<file path="src/rtl/slt_pkg.sv">
package slt_pkg;
  typedef enum logic [1:0] {
    REQ_NONE = 2'd0,
    REQ_WBDN = 2'd1,
    REQ_EXCL = 2'd2
  } req_kind_e;

  typedef enum logic [1:0] {
    ST_IDLE   = 2'd0,
    ST_WB     = 2'd1,
    ST_COMMIT = 2'd2
  } ctl_st_e;
endpackage

</file>
<file path="src/rtl/slt_flags.sv">
module slt_flags #(
  parameter int NLINES = 8,
  localparam int LW = $clog2(NLINES)
) (
  input  logic              clk,
  input  logic              rst_n,
  input  logic              set_rd,
  input  logic              set_wr,
  input  logic [LW-1:0]     line,
  input  logic              clr_all,
  output logic [NLINES-1:0] sr,
  output logic [NLINES-1:0] sm
);
  for (genvar g = 0; g < NLINES; g++) begin : g_line
    logic hit;
    assign hit = (line == LW'(g));
    always_ff @(posedge clk) begin
      if (!rst_n || clr_all) begin
        sr[g] <= 1'b0;
        sm[g] <= 1'b0;
      end else begin
        if (set_rd && hit) sr[g] <= 1'b1;
        if (set_wr && hit) sm[g] <= 1'b1;
      end
    end
  end
endmodule

</file>
<file path="src/rtl/slt_ctrl.sv">
module slt_ctrl
  import slt_pkg::*;
#(
  parameter int NLINES = 8,
  localparam int LW = $clog2(NLINES)
) (
  input  logic              clk,
  input  logic              rst_n,
  input  logic              in_tx,
  input  logic              acc_valid,
  input  logic              acc_write,
  input  logic [LW-1:0]     acc_line,
  input  logic [NLINES-1:0] line_dirty,
  input  logic [NLINES-1:0] sm,
  input  logic              commit_req,
  input  logic              abort_req,
  input  logic              req_ack,
  output logic              set_rd,
  output logic              set_wr,
  output logic              clr_all,
  output logic              req_valid,
  output logic [1:0]        req_kind,
  output logic [LW-1:0]     req_line,
  output logic              busy,
  output logic              done,
  output logic              inval_valid,
  output logic [NLINES-1:0] inval_mask
);
  // {found, index} of the lowest set bit at or above 'from'
  function automatic logic [LW:0] next_set(input logic [NLINES-1:0] m, input int from);
    logic          f;
    logic [LW-1:0] ix;
    f  = 1'b0;
    ix = '0;
    for (int i = 0; i < NLINES; i++) begin
      if (!f && i >= from && m[i]) begin
        f  = 1'b1;
        ix = LW'(i);
      end
    end
    return {f, ix};
  endfunction

  ctl_st_e       st;
  logic [LW-1:0] cur;
  logic          idle, acc_take, need_wb, commit_go, abort_go, commit_end;
  logic [LW:0]   first_w, next_w;

  always_comb begin
    idle       = (st == ST_IDLE);
    abort_go   = idle && abort_req;
    commit_go  = idle && commit_req && !abort_req;
    acc_take   = idle && acc_valid && in_tx && !commit_req && !abort_req;
    set_rd     = acc_take && !acc_write;
    set_wr     = acc_take && acc_write;
    need_wb    = set_wr && !sm[acc_line] && line_dirty[acc_line];
    first_w    = next_set(sm, 0);
    next_w     = next_set(sm, int'(cur) + 1);
    commit_end = (st == ST_COMMIT && req_ack && !next_w[LW]) ||
                 (commit_go && !first_w[LW]);
    clr_all    = commit_end || abort_go;
    req_valid  = !idle;
    req_line   = cur;
    busy       = !idle;
    case (st)
      ST_WB:     req_kind = REQ_WBDN;
      ST_COMMIT: req_kind = REQ_EXCL;
      default:   req_kind = REQ_NONE;
    endcase
  end

  always_ff @(posedge clk) begin
    if (!rst_n) begin
      st          <= ST_IDLE;
      cur         <= '0;
      done        <= 1'b0;
      inval_valid <= 1'b0;
      inval_mask  <= '0;
    end else begin
      done        <= clr_all;
      inval_valid <= abort_go;
      inval_mask  <= abort_go ? sm : '0;
      case (st)
        ST_IDLE: begin
          if (commit_go && first_w[LW]) begin
            st  <= ST_COMMIT;
            cur <= first_w[LW-1:0];
          end else if (need_wb) begin
            st  <= ST_WB;
            cur <= acc_line;
          end
        end
        ST_WB: if (req_ack) st <= ST_IDLE;
        ST_COMMIT: begin
          if (req_ack) begin
            if (next_w[LW]) cur <= next_w[LW-1:0];
            else            st  <= ST_IDLE;
          end
        end
        default: st <= ST_IDLE;
      endcase
    end
  end


  req_hold_chk: assert property (@(posedge clk) disable iff (!rst_n)
    req_valid && !req_ack |=> req_valid && $stable(req_line) && $stable(req_kind));


  excl_target_chk: assert property (@(posedge clk) disable iff (!rst_n)
    req_valid && req_kind == REQ_EXCL |-> sm[req_line]);


  wb_target_chk: assert property (@(posedge clk) disable iff (!rst_n)
    req_valid && req_kind == REQ_WBDN |-> sm[req_line] && line_dirty[req_line]);
endmodule

</file>
<file path="src/rtl/slt_victim.sv">
module slt_victim #(
  parameter int SETS = 4,
  parameter int WAYS = 2,
  localparam int NLINES = SETS * WAYS,
  localparam int SW = $clog2(SETS),
  localparam int WW = $clog2(WAYS)
) (
  input  logic              clk,
  input  logic              rst_n,
  input  logic [NLINES-1:0] sr,
  input  logic [NLINES-1:0] sm,
  input  logic [SW-1:0]     vset,
  output logic [WW-1:0]     vway,
  output logic              all_spec
);
  // {all_spec, way}: clean first, then read-only, then way 0
  function automatic logic [WW:0] pick(input logic [NLINES-1:0] r,
                                       input logic [NLINES-1:0] w,
                                       input logic [SW-1:0] s);
    logic          fc, fr;
    logic [WW-1:0] wc, wrd;
    int            b;
    fc  = 1'b0;
    fr  = 1'b0;
    wc  = '0;
    wrd = '0;
    b   = int'(s) * WAYS;
    for (int k = 0; k < WAYS; k++) begin
      if (!fc && !r[b+k] && !w[b+k]) begin
        fc = 1'b1;
        wc = WW'(k);
      end
      if (!fr && !w[b+k]) begin
        fr  = 1'b1;
        wrd = WW'(k);
      end
    end
    if (fc)      return {1'b0, wc};
    else if (fr) return {1'b0, wrd};
    else         return {1'b1, {WW{1'b0}}};
  endfunction

  logic [WW:0] choice;
  logic [WAYS-1:0] set_sm;
  int vline;

  always_comb begin
    choice   = pick(sr, sm, vset);
    vway     = choice[WW-1:0];
    all_spec = choice[WW];
    vline    = int'(vset) * WAYS + int'(vway);
    for (int k = 0; k < WAYS; k++) set_sm[k] = sm[int'(vset) * WAYS + k];
  end


  keep_written_chk: assert property (@(posedge clk) disable iff (!rst_n)
    !all_spec |-> !sm[vline]);


  full_set_chk: assert property (@(posedge clk) disable iff (!rst_n)
    all_spec |-> (&set_sm) && vway == '0);
endmodule

</file>
<file path="src/rtl/spec_line_tracker.sv">
module spec_line_tracker #(
  parameter int SETS = 4,
  parameter int WAYS = 2,
  localparam int NLINES = SETS * WAYS,
  localparam int LW = $clog2(NLINES),
  localparam int SW = $clog2(SETS),
  localparam int WW = $clog2(WAYS)
) (
  input  logic              clk,
  input  logic              rst_n,
  input  logic              in_tx,
  input  logic              acc_valid,
  input  logic              acc_write,
  input  logic [LW-1:0]     acc_line,
  input  logic [NLINES-1:0] line_dirty,
  input  logic              commit_req,
  input  logic              abort_req,
  output logic              coh_req_valid,
  output logic [1:0]        coh_req_kind,
  output logic [LW-1:0]     coh_req_line,
  input  logic              coh_req_ack,
  output logic              busy,
  output logic              done,
  output logic              inval_valid,
  output logic [NLINES-1:0] inval_mask,
  output logic [NLINES-1:0] spec_rd,
  output logic [NLINES-1:0] spec_wr,
  input  logic [SW-1:0]     victim_set,
  output logic [WW-1:0]     victim_way,
  output logic              victim_all_spec
);
  logic set_rd, set_wr, clr_all;

  slt_flags #(.NLINES(NLINES)) u_flags (
    .clk(clk), .rst_n(rst_n), .set_rd(set_rd), .set_wr(set_wr),
    .line(acc_line), .clr_all(clr_all), .sr(spec_rd), .sm(spec_wr)
  );

  slt_ctrl #(.NLINES(NLINES)) u_ctrl (
    .clk(clk), .rst_n(rst_n), .in_tx(in_tx), .acc_valid(acc_valid),
    .acc_write(acc_write), .acc_line(acc_line), .line_dirty(line_dirty),
    .sm(spec_wr), .commit_req(commit_req), .abort_req(abort_req),
    .req_ack(coh_req_ack), .set_rd(set_rd), .set_wr(set_wr), .clr_all(clr_all),
    .req_valid(coh_req_valid), .req_kind(coh_req_kind), .req_line(coh_req_line),
    .busy(busy), .done(done), .inval_valid(inval_valid), .inval_mask(inval_mask)
  );

  slt_victim #(.SETS(SETS), .WAYS(WAYS)) u_victim (
    .clk(clk), .rst_n(rst_n), .sr(spec_rd), .sm(spec_wr), .vset(victim_set),
    .vway(victim_way), .all_spec(victim_all_spec)
  );


  done_clear_chk: assert property (@(posedge clk) disable iff (!rst_n)
    done |-> spec_rd == '0 && spec_wr == '0);


  inval_done_chk: assert property (@(posedge clk) disable iff (!rst_n)
    inval_valid |-> done && !coh_req_valid);


  busy_freeze_chk: assert property (@(posedge clk) disable iff (!rst_n)
    $past(busy) && !done |-> $stable(spec_rd) && $stable(spec_wr));
endmodule

</file>
<file path="config.mk">
export PLATFORM = sky130hd
export DESIGN_NAME = spec_line_tracker
export DESIGN_NICKNAME = d
export VERILOG_FILES = /design/src/rtl/slt_pkg.sv /design/src/rtl/slt_flags.sv /design/src/rtl/slt_ctrl.sv /design/src/rtl/slt_victim.sv /design/src/rtl/spec_line_tracker.sv
export SDC_FILE = /design/constraint.sdc
export NUM_CORES = 1
export LEC_CHECK = 0
export BUFFER_PORTS_ARGS = -buffer_cell sky130_fd_sc_hd__clkbuf_2
export CORE_MARGIN = 10
export CORE_UTILIZATION = 40
export CTS_CLUSTER_DIAMETER = 80
export CTS_CLUSTER_SIZE = 30
export DETAILED_ROUTE_END_ITERATION = 10
export PLACE_DENSITY = 0.68
export REMOVE_ABC_BUFFERS = 1
export SYNTH_ARGS = -nofsm -noshare
export SYNTH_HDL_FRONTEND = slang
export SYNTH_SLANG_ARGS = --single-unit
</file>
<file path="constraint.sdc">
create_clock -name clk -period 2.7 [get_ports clk]
set_input_delay 0.675 -clock clk [delete_from_list [all_inputs] [get_ports clk]]
set_output_delay 0.675 -clock clk [all_outputs]
set_load 0.02 [all_outputs]
</file>
==> impl_metrics.env, run 1 <==
export IMPL_clk_pin_slew_worst_paths_ps=70
export IMPL_drive_gt1_frac=0.319
export IMPL_antenna_found_initial=0
export IMPL_synth_area_um2=1710
export IMPL_ant_nets=0
export IMPL_tightest_slew_ps=456
export IMPL_synth_top_area_share=0.362
export IMPL_max_slew_margin=0.695
export IMPL_setup_tns_ps=0
export IMPL_fp_dieH_um=85.4
export IMPL_rows=23
export IMPL_grt_usage=0.140
export IMPL_synth_main_ff_cell="dfxtp_1"
export IMPL_drt_vias_per_instance=5.44
export IMPL_synthTopCellsByArea="dfxtp_1 36%, a21oi_1 5.6%, nor2_1 5.3%"
export IMPL_gp_congestion=0.805
export IMPL_synthAdderAreaFrac=0.0219
export IMPL_cap_violations=0
export IMPL_synth_mux_area_fraction=0.0263
export IMPL_avgSynthCellArea_um2=8.65
export IMPL_vdd_drop_max_uv=265
export IMPL_cp_cell_sequence="inv_1 > ha_1 > nand2b_1 > a22oi_1 > o211ai_2 > o41a_1 > nand2_2 > nor2_1"
export IMPL_cts_setup_buffers=0
export IMPL_dr_pass1_iters=4
export IMPL_die_w_um=85.4
export IMPL_ios=56
export IMPL_post_dp_hpwl_um=3770
export IMPL_synth_compound_area_frac=0.242
export IMPL_async_flop_share=0
export IMPL_synth_top_cell_by_area="dfxtp_1"
export IMPL_p_leak_uw=0.000888
export IMPL_drtIter0Drc=80
export IMPL_numCtsBuffers=5
export IMPL_io_buffer_count=55
export IMPL_num_fill_cells=393
export IMPL_clock_fmax_ghz=0.414
export IMPL_rsz0062_at_grt="no"
export IMPL_critPathMaxFanout=16
export IMPL_grt_overflow_total=0
export IMPL_grt_max_degree=17
export IMPL_grt_pass1_wl_um=8400
export IMPL_min_period_ps=2410
export IMPL_holdPathStages=2
export IMPL_cp_top_family="compound AO/OA/AOI/OAI gates"
export IMPL_min_to="u_flags.sr[3]"
export IMPL_clock_skew_ps=3.83
export IMPL_start_util=0.419
export IMPL_core_area_um2=4090
export IMPL_cp_num_buf_inv=1
export IMPL_postCtsResizedCells=0
export IMPL_post_place_ws_ps=314
export IMPL_stdcell_count=304
export IMPL_r2r_start="u_ctrl.req_line[1]"
export IMPL_r2r_slack_ps=290
export IMPL_synth_xor_area_frac=0.00511
export IMPL_critical_path_slowest_cell="dfxtp_1"
export IMPL_status="completed"
export IMPL_worstSetupEndpointType="register"
export IMPL_synth_edff_count=0
export IMPL_final_core_utilization=0.518
export IMPL_synth_simple_area_share=0.288
export IMPL_synthCells=198
export IMPL_postCtsHoldBufs=0
export IMPL_synth_commonest_cells="31 x dfxtp_1, 24 x nor2_1, 19 x a21oi_1, 11 x inv_1"
export IMPL_worstPathRequired_ps=2870
export IMPL_diodes=0
export IMPL_syn_to_final_growth_pct=23.5
export IMPL_post_place_cells=296
export IMPL_nets=277
export IMPL_crit_arrival_ps=2580
export IMPL_setup_ws_ps=287
export IMPL_vias=1655
export IMPL_htreeDepth=2
export IMPL_root_buffer="clkbuf_8"
export IMPL_yosys_register_bits=31
export IMPL_synth_most_common_cell="dfxtp_1"
export IMPL_cts_tree="yes"
export IMPL_grt_pass1_vias=1740
export IMPL_powerDensity_nw_per_um2=485
export IMPL_setup_viol=0
export IMPL_hold_start="u_flags.sr[3]"
export IMPL_power_uw=1030
export IMPL_dieArea_um2=7300
export IMPL_period_share=0.894
export IMPL_hold_violations=0
export IMPL_ys_types=55
export IMPL_drt_total_wl_um=5020
export IMPL_min_path_type="register to register"
export IMPL_avgRoutedWirePerCell_um=16.5
export IMPL_ff2ff_path_depth=8
export IMPL_synth_top_family_by_area="simple AND/OR/NAND/NOR gates"
export IMPL_clock_sinks=31
export IMPL_drv_slew=0
export IMPL_crit_type="register to register"
export IMPL_clk_latency_ps=290
export IMPL_cts_buffer_depth=2
export IMPL_yosysSeqAreaShare=0.362
export IMPL_r2r_end="u_flags.sm[4]"
export IMPL_yosysWarnings=0
export IMPL_drc=0
export IMPL_slowest_delay_ps=540
export IMPL_startpoint_type="register"
layout make-up:
| class | instances | area, µm² | share of cell area |
|---|---|---|---|
| tap | 50 | 62.6 | 0.0296 |
| multi-input combinational | 149 | 998 | 0.472 |
| timing repair buffer | 55 | 275 | 0.130 |
| clock buffer | 6 | 82.6 | 0.0390 |
| clock inverter | 2 | 35.0 | 0.0166 |
| sequential | 31 | 621 | 0.293 |
| inverter | 11 | 41.3 | 0.0195 |
how the worst max path moves through the flow:
stage	start	depth (start not counted)	endpoint
6_report	u_ctrl.req_line[1]	8	u_flags.sm[4]
5_1_grt	u_ctrl.req_line[1]	7	u_flags.sm[6]
4_1_cts	u_ctrl.req_line[1]	8	u_flags.sm[4]
3_5_place_dp	u_ctrl.req_line[1]	8	u_flags.sm[1]
3_3_place_gp	victim_set[0]	4	victim_all_spec
2_1_floorplan	u_ctrl.req_line[1]	8	u_ctrl.req_line[2]
cell usage in the layout, fill, tap and decap left out, types with 2 or more instances in the layout:
| master | netlist | routed |
|---|---|---|
| clkbuf_2 | 0 | 55 |
| dfxtp_1 | 31 | 31 |
| nor2_1 | 24 | 24 |
| a21oi_1 | 19 | 19 |
| inv_1 | 11 | 11 |
| and2_1 | 9 | 9 |
| nand2_1 | 9 | 9 |
| nand3_1 | 7 | 7 |
| clkbuf_8 | 0 | 6 |
| nor3b_1 | 5 | 5 |
| a31oi_1 | 5 | 5 |
| nand2b_1 | 5 | 5 |
| nor3_1 | 5 | 5 |
| nor2b_1 | 4 | 4 |
| o21ai_0 | 4 | 4 |
| o211ai_1 | 3 | 3 |
| nand3b_1 | 3 | 3 |
| ha_1 | 3 | 3 |
| mux4_2 | 2 | 2 |
| or2_2 | 2 | 2 |
| and3b_1 | 2 | 2 |
| a21oi_2 | 2 | 2 |
| o211ai_2 | 2 | 2 |
| o311ai_0 | 2 | 2 |
| o221ai_1 | 2 | 2 |
| o22ai_1 | 2 | 2 |
state kept, by name (all words and copies together) (netlist names):
register and cells:
u_ctrl.inval_valid 1, u_ctrl.done 1, u_ctrl.st 2, u_ctrl.inval_mask 8, u_flags.sr 8, u_flags.sm 8, u_ctrl.req_line 3
worst min-delay path, stage by stage, from the launching register on:
cell and delay, ps:
dfxtp_1 310, inv_1 60, a21oi_1 60
logic make-up (layout without fill, tap and decap cells):
family	count (synthesis)	in the layout
AND/OR/NAND/NOR	85	85
buffers and inverters	18	74
XOR/XNOR	1	1
flip-flops	31	31
AO/OA/AOI/OAI	58	58
multiplexers	2	2
adder cells (fa/ha/maj)	3	3
through the flow:
stage	area [µm²]	hold slack [ps]
after floorplan	1660	544
after global placement	2000	467
after detailed placement	2000	470
after CTS	2120	481
after global routing	2120	522
final	2120	476
power breakdown:
part | total (µW) | switching, µW | internal, µW
clock network | 487 | 189 | 299
registers | 463 | 3.01 | 460
logic | 75.6 | 44.5 | 31.2
per-layer routing:
layer	global-route usage	wire length, µm	vias up
li1	-	-	832
met1	0.173	2260	746
met2	0.217	2210	71
met3	0.0526	484	6
met4	0.0509	63	0
met5	0	0	-
(Power assumes the default switching activity.)
==> run 2, diff against run 1 <==
PLACE_DENSITY = 0.77   (was 0.68)
==> run 2 against run 1 <==
  * Global-route usage is 0.56 points lower
  * Hold slack better by 4.3 ps
  * Clock-buffer cell count increased by 2
  * Non-clock buffer count unchanged
  * Sequential power hardly changed
  * Sequential share of layout area grew 0.24 points
  * Flip-flop and latch count is the same
  * Worst setup slack better by 10 ps
  * Combinational power rose by 0.5%
  * Critical endpoint is now u_flags.sm[6]
  * Largest cell class unchanged
==> impl_metrics.env, run 2 (synthesis gave the netlist of run 1 again) <==
export IMPL_dr_pass1_iters=4
export IMPL_grt_pass1_vias=1718
export IMPL_drv_slew=0
export IMPL_slowest_delay_ps=520
export IMPL_cts_buffer_depth=2
export IMPL_drive_gt1_frac=0.315
export IMPL_startpoint="u_ctrl.req_line[1]"
export IMPL_critical_path_slowest_cell="dfxtp_1"
export IMPL_min_period_ps=2400
export IMPL_drc=0
export IMPL_crit_arrival_ps=2570
export IMPL_antenna_found_initial=0
export IMPL_powerDensity_nw_per_um2=447
export IMPL_r2r_end="u_flags.sm[6]"
export IMPL_grt_pass1_wl_um=8110
export IMPL_start_util=0.419
export IMPL_cts_tree="yes"
export IMPL_drtIter0Drc=164
export IMPL_clock_skew_ps=7.86
export IMPL_core_area_um2=4090
export IMPL_period_share=0.890
export IMPL_grt_overflow_total=0
export IMPL_ios=56
export IMPL_dieArea_um2=7300
export IMPL_cp_cell_sequence="inv_1 > ha_1 > nand2b_1 > a22oi_1 > o211ai_2 > o41a_1 > nand2_2 > nor2_1"
export IMPL_postCtsHoldBufs=0
export IMPL_numCtsBuffers=5
export IMPL_rows=23
export IMPL_rsz0062_at_grt="no"
export IMPL_final_common_cell="clkbuf_2"
export IMPL_gp_congestion=0.864
export IMPL_worstPathRequired_ps=2860
export IMPL_max_slew_margin=0.678
export IMPL_r2r_slack_ps=300
export IMPL_clock_fmax_ghz=0.416
export IMPL_syn_to_final_growth_pct=22.5
export IMPL_final_cell_mix="55 x clkbuf_2, 31 x dfxtp_1, 24 x nor2_1"
export IMPL_cts_setup_buffers=0
export IMPL_ant_nets=0
export IMPL_status="completed"
export IMPL_fp_dieH_um=85.4
export IMPL_postCtsResizedCells=0
export IMPL_ff2ff_path_depth=8
export IMPL_grt_usage=0.135
export IMPL_cap_violations=0
export IMPL_root_buffer="clkbuf_8"
export IMPL_crit_type="register to register"
export IMPL_setup_tns_ps=0
export IMPL_worstSetupEndpointType="register"
export IMPL_power_uw=938
export IMPL_clk_pin_slew_worst_paths_ps=70
export IMPL_critical_path_endpoint="u_flags.sm[6]"
export IMPL_startpoint_type="register"
export IMPL_io_buffer_count=55
export IMPL_vias=1719
export IMPL_setup_viol=0
export IMPL_nets=277
export IMPL_r2r_start="u_ctrl.req_line[1]"
export IMPL_avgRoutedWirePerCell_um=16.2
export IMPL_hold_violations=0
export IMPL_tightest_slew_ps=482
export IMPL_clock_sinks=31
export IMPL_drt_vias_per_instance=5.65
export IMPL_die_w_um=85.4
export IMPL_vdd_drop_max_uv=361
export IMPL_largestRegisters="u_ctrl.inval_mask (8), u_flags.sm (8), u_flags.sr (8)"
export IMPL_clk_latency_ps=290
export IMPL_p_leak_uw=0.000878
export IMPL_min_path_type="register to register"
export IMPL_grt_max_degree=17
export IMPL_drt_total_wl_um=4920
export IMPL_holdPathStages=2
export IMPL_critPathMaxFanout=16
export IMPL_num_fill_cells=401
export IMPL_htreeDepth=2
export IMPL_diodes=0
export IMPL_post_dp_hpwl_um=3820
==> run 2: cell types whose count changed in the layout (fill, tap and decap cells not counted), sizes merged <==
cell | before | now
clkbuf | 61 | 63
bufinv | 1 | 0
clkinv | 1 | 0
==> run 2: critical path: cells and delay by family, from the launching register on <==
family | cells | cell delay [ps]
AOI/OAI and AO/OA | 3 | 900
DFF | 1 | 520
and+or+nand+nor | 3 | 460
adders and majority gates | 1 | 320
buffers and inverters | 1 | 80
==> run 2: worst min-delay path by stage <==
stage | from | endpoint
after floorplan | u_flags.sr[3] | u_flags.sr[3]
after global placement | u_flags.sr[7] | u_flags.sr[7]
after detailed placement | u_flags.sr[7] | u_flags.sr[7]
after CTS | u_flags.sr[7] | u_flags.sr[7]
after global routing | u_flags.sr[7] | u_flags.sr[7]
final | u_flags.sr[7] | u_flags.sr[7]
==> run 2: stage by stage <==
stage / area [µm²] / hold WS [ps] / setup slack [ps] / util / cells
3_3_place_gp: 2000 / 474 / 362 / 0.489 / 296
4_1_cts: 2100 / 488 / 312 / 0.513 / 304
6_report: 2100 / 481 / 297 / 0.513 / 304
2_1_floorplan: 1660 / 544 / 467 / - / 191
5_1_grt: 2100 / 530 / 99.6 / 0.513 / 304
3_5_place_dp: 2000 / 479 / 335 / 0.489 / 296
==> run 2: routing by layer <==
metal  track usage  vias up  routed length, µm
met3        0.0430        8                344
met1         0.153      814               2060
met2         0.218       65               2420
met4        0.0734        0                 91
li1              -      832                  -
met5             0        -                  0
==> run 2: layout make-up <==
cell class	instances	area, µm²	share of cell area
inverters	11	41.3	0.0197
multi-input cells	149	998	0.476
repair buffers	55	275	0.131
clock buffers	8	100	0.0477
flip-flops and latches	31	621	0.296
well taps	50	62.6	0.0298
==> run 2: power by group <==
part / switching, µW / internal (µW) / total [µW]
logic: 44.8 / 31.2 / 76.0
clock network: 167 / 232 / 399
registers: 3.06 / 460 / 463
==> run 3, diff against run 2 <==
ABC_AREA = 1   (was unset)
BUFFER_PORTS_ARGS = unset   (was -buffer_cell sky130_fd_sc_hd__clkbuf_2)
CTS_BUF_LIST = sky130_fd_sc_hd__clkbuf_4 sky130_fd_sc_hd__clkbuf_8   (was unset)
DONT_BUFFER_PORTS = 1   (was unset)
PLACE_DENSITY = 0.66   (was 0.77)
==> run 3 against run 2 <==
  * Wire length rose by 11%
  * Critical endpoint is now victim_way
  * Highest routed layer unchanged
  * Synthesized cell count is 38% higher
  * Core utilization down 5.0 points
  * Final cell count is 11% higher
  * Hold slack improved by 16 ps
  * Flip-flop and latch count did not move
  * Power grew 2.5%
  * Sequential share of layout area up 0.52 points
  * First-iteration DRC count decreased by 17%
  * Largest cell class unchanged
==> impl_metrics.env, run 3 <==
export IMPL_synth_edff_count=0
export IMPL_fp_dieH_um=88.5
export IMPL_syn_to_final_growth_pct=9.94
export IMPL_synth_top_cell_by_area="dfxtp_1"
export IMPL_start_util=0.422
export IMPL_powerDensity_nw_per_um2=466
export IMPL_final_seq_area_um2=621
export IMPL_grt_pass1_wl_um=8780
export IMPL_cap_violations=0
export IMPL_clock_skew_ps=3.79
export IMPL_wl_met2_um=2630
export IMPL_drtIter0Drc=136
export IMPL_period_share=0.900
export IMPL_synth_area_um2=1880
export IMPL_crit_type="register to output port"
export IMPL_yosysSeqAreaShare=0.331
export IMPL_multi_input_area_um2=1040
export IMPL_setup_viol=0
export IMPL_numCtsBuffers=5
export IMPL_yosys_register_bits=31
export IMPL_async_flop_share=0
export IMPL_cp_num_buf_inv=4
export IMPL_r2r_start="u_ctrl.req_line[0]"
export IMPL_drc=0
export IMPL_worstPathRequired_ps=2030
export IMPL_status="completed"
export IMPL_clock_fmax_ghz=0.412
export IMPL_final_core_utilization=0.464
export IMPL_post_dp_hpwl_um=4300
export IMPL_ys_types=32
export IMPL_clk_latency_ps=290
export IMPL_root_buffer="clkbuf_8"
export IMPL_htreeDepth=2
export IMPL_synth_top_area_share=0.331
export IMPL_grt_pass1_vias=1745
export IMPL_ant_nets=0
export IMPL_postCtsHoldBufs=0
export IMPL_synthTopCellsByArea="dfxtp_1 33%, nand2_1 11%, inv_1 8.8%"
export IMPL_startpoint="u_flags.sm[0]"
export IMPL_grt_overflow_total=0
export IMPL_io_buffer_count=0
export IMPL_yosysWarnings=0
export IMPL_synth_most_common_cell="nand2_1"
export IMPL_synth_commonest_cells="57 x nand2_1, 44 x inv_1, 42 x nor2_1, 31 x dfxtp_1, 16 x nand3_1"
export IMPL_max_slew_margin=0.643
export IMPL_core_area_um2=4440
export IMPL_cp_cell_sequence="inv_1 > nor2_1 > inv_1 > a32oi_1 > inv_1 > a21boi_0 > buf_4"
export IMPL_final_cell_mix="57 x nand2_1, 44 x inv_1, 42 x nor2_1"
export IMPL_cts_tree="yes"
export IMPL_hold_violations=0
export IMPL_synth_mux_area_fraction=0
export IMPL_crit_arrival_ps=1750
export IMPL_vias=1749
export IMPL_grt_usage=0.144
export IMPL_diodes=0
export IMPL_synth_main_ff_cell="dfxtp_1"
export IMPL_crit_top_cell="inv_1"
export IMPL_antenna_found_initial=0
export IMPL_drt_total_wl_um=5450
export IMPL_die_w_um=88.5
export IMPL_synthAdderAreaFrac=0.0200
export IMPL_synth_xor_area_frac=0
export IMPL_worstSetupEndpointType="output port"
export IMPL_ios=56
export IMPL_vdd_drop_max_uv=211
export IMPL_gp_congestion=0.856
export IMPL_drt_vias_per_instance=5.21
export IMPL_startpoint_type="register"
export IMPL_cts_buffer_depth=2
export IMPL_setup_tns_ps=0
export IMPL_wl_met1_um=2240
export IMPL_drv_slew=0
export IMPL_slowest_delay_ps=540
export IMPL_avgRoutedWirePerCell_um=16.2
export IMPL_stdcell_count=336
export IMPL_holdWs_ps=497
export IMPL_avgSynthCellArea_um2=6.87
export IMPL_dieArea_um2=7830
export IMPL_post_place_cells=328
export IMPL_synth_simple_area_share=0.389
export IMPL_p_leak_uw=0.000880
export IMPL_clk_pin_slew_worst_paths_ps=70
export IMPL_rsz0062_at_grt="no"
export IMPL_final_common_cell="nand2_1"
export IMPL_cts_setup_buffers=0
export IMPL_postCtsResizedCells=0
export IMPL_num_fill_cells=473
export IMPL_min_period_ps=2430
export IMPL_min_path_type="input port to register"
export IMPL_dr_pass1_iters=4
export IMPL_nets=307
export IMPL_tightest_slew_ps=535
export IMPL_routed_wl_met3_um=481
export IMPL_clock_sinks=31
export IMPL_grt_max_degree=17
export IMPL_drive_gt1_frac=0.151
export IMPL_cp_top_family="flip-flops"
export IMPL_synthCells=273
export IMPL_largestRegisters="u_ctrl.inval_mask (8), u_flags.sm (8), u_flags.sr (8)"
export IMPL_synth_compound_area_frac=0.147
export IMPL_routed_top_layer="met4"
export IMPL_hold_start="rst_n"
export IMPL_critPathMaxFanout=5
export IMPL_synth_top_family_by_area="simple AND/OR/NAND/NOR gates"
export IMPL_critical_path_slowest_cell="dfxtp_1"
export IMPL_rows=24
-- run 3: routing by layer --
layer	vias to the layer above	GRT usage
met1	796	0.157
met4	0	0.0587
li1	895	-
met5	-	0
met2	50	0.244
met3	8	0.0570
-- run 3: where the power goes --
part | switching (µW) | leakage, µW | internal [µW]
registers | 6.96 | 0.000250 | 461
clock network | 181 | 0.0000549 | 243
logic | 49.2 | 0.000574 | 21.3
-- run 3: final cells by class --
| cell class | count | area share |
|---|---|---|
| clock buffers | 8 | 0.0504 |
| inverters | 47 | 0.0856 |
| multi-input cells | 191 | 0.506 |
| flip-flops and latches | 31 | 0.301 |
| well taps | 52 | 0.0316 |
| repair buffers | 7 | 0.0255 |
-- run 3: per-stage QoR --
step           setup WS (ps)  total power (µW)  area [µm²]
4_1_cts                  245               975        2060
3_5_place_dp             396               549        1960
5_1_grt                  169              1000        2060
3_3_place_gp             467               549        1960
2_1_floorplan            460               531        1840
6_report                 271               962        2060
-- run 3: worst paths after layout --
check,endpoint,slack (ps),depth (start not counted)
worst max register to register,u_flags.sm[7],400,13
worst max-delay path,victim_way,270,7
worst min-delay path,u_ctrl.req_line[2],500,2
worst min register to register,u_ctrl.st[1],500,2
-- run 3: cells by family (layout without fill, tap and decap cells) --
family                     after synthesis  after routing
adders and majority gates                3              3
DFF                                     31             31
buffers and inverters                   51             62
and+or+nand+nor                        145            145
AOI/OAI and AO/OA                       43             43
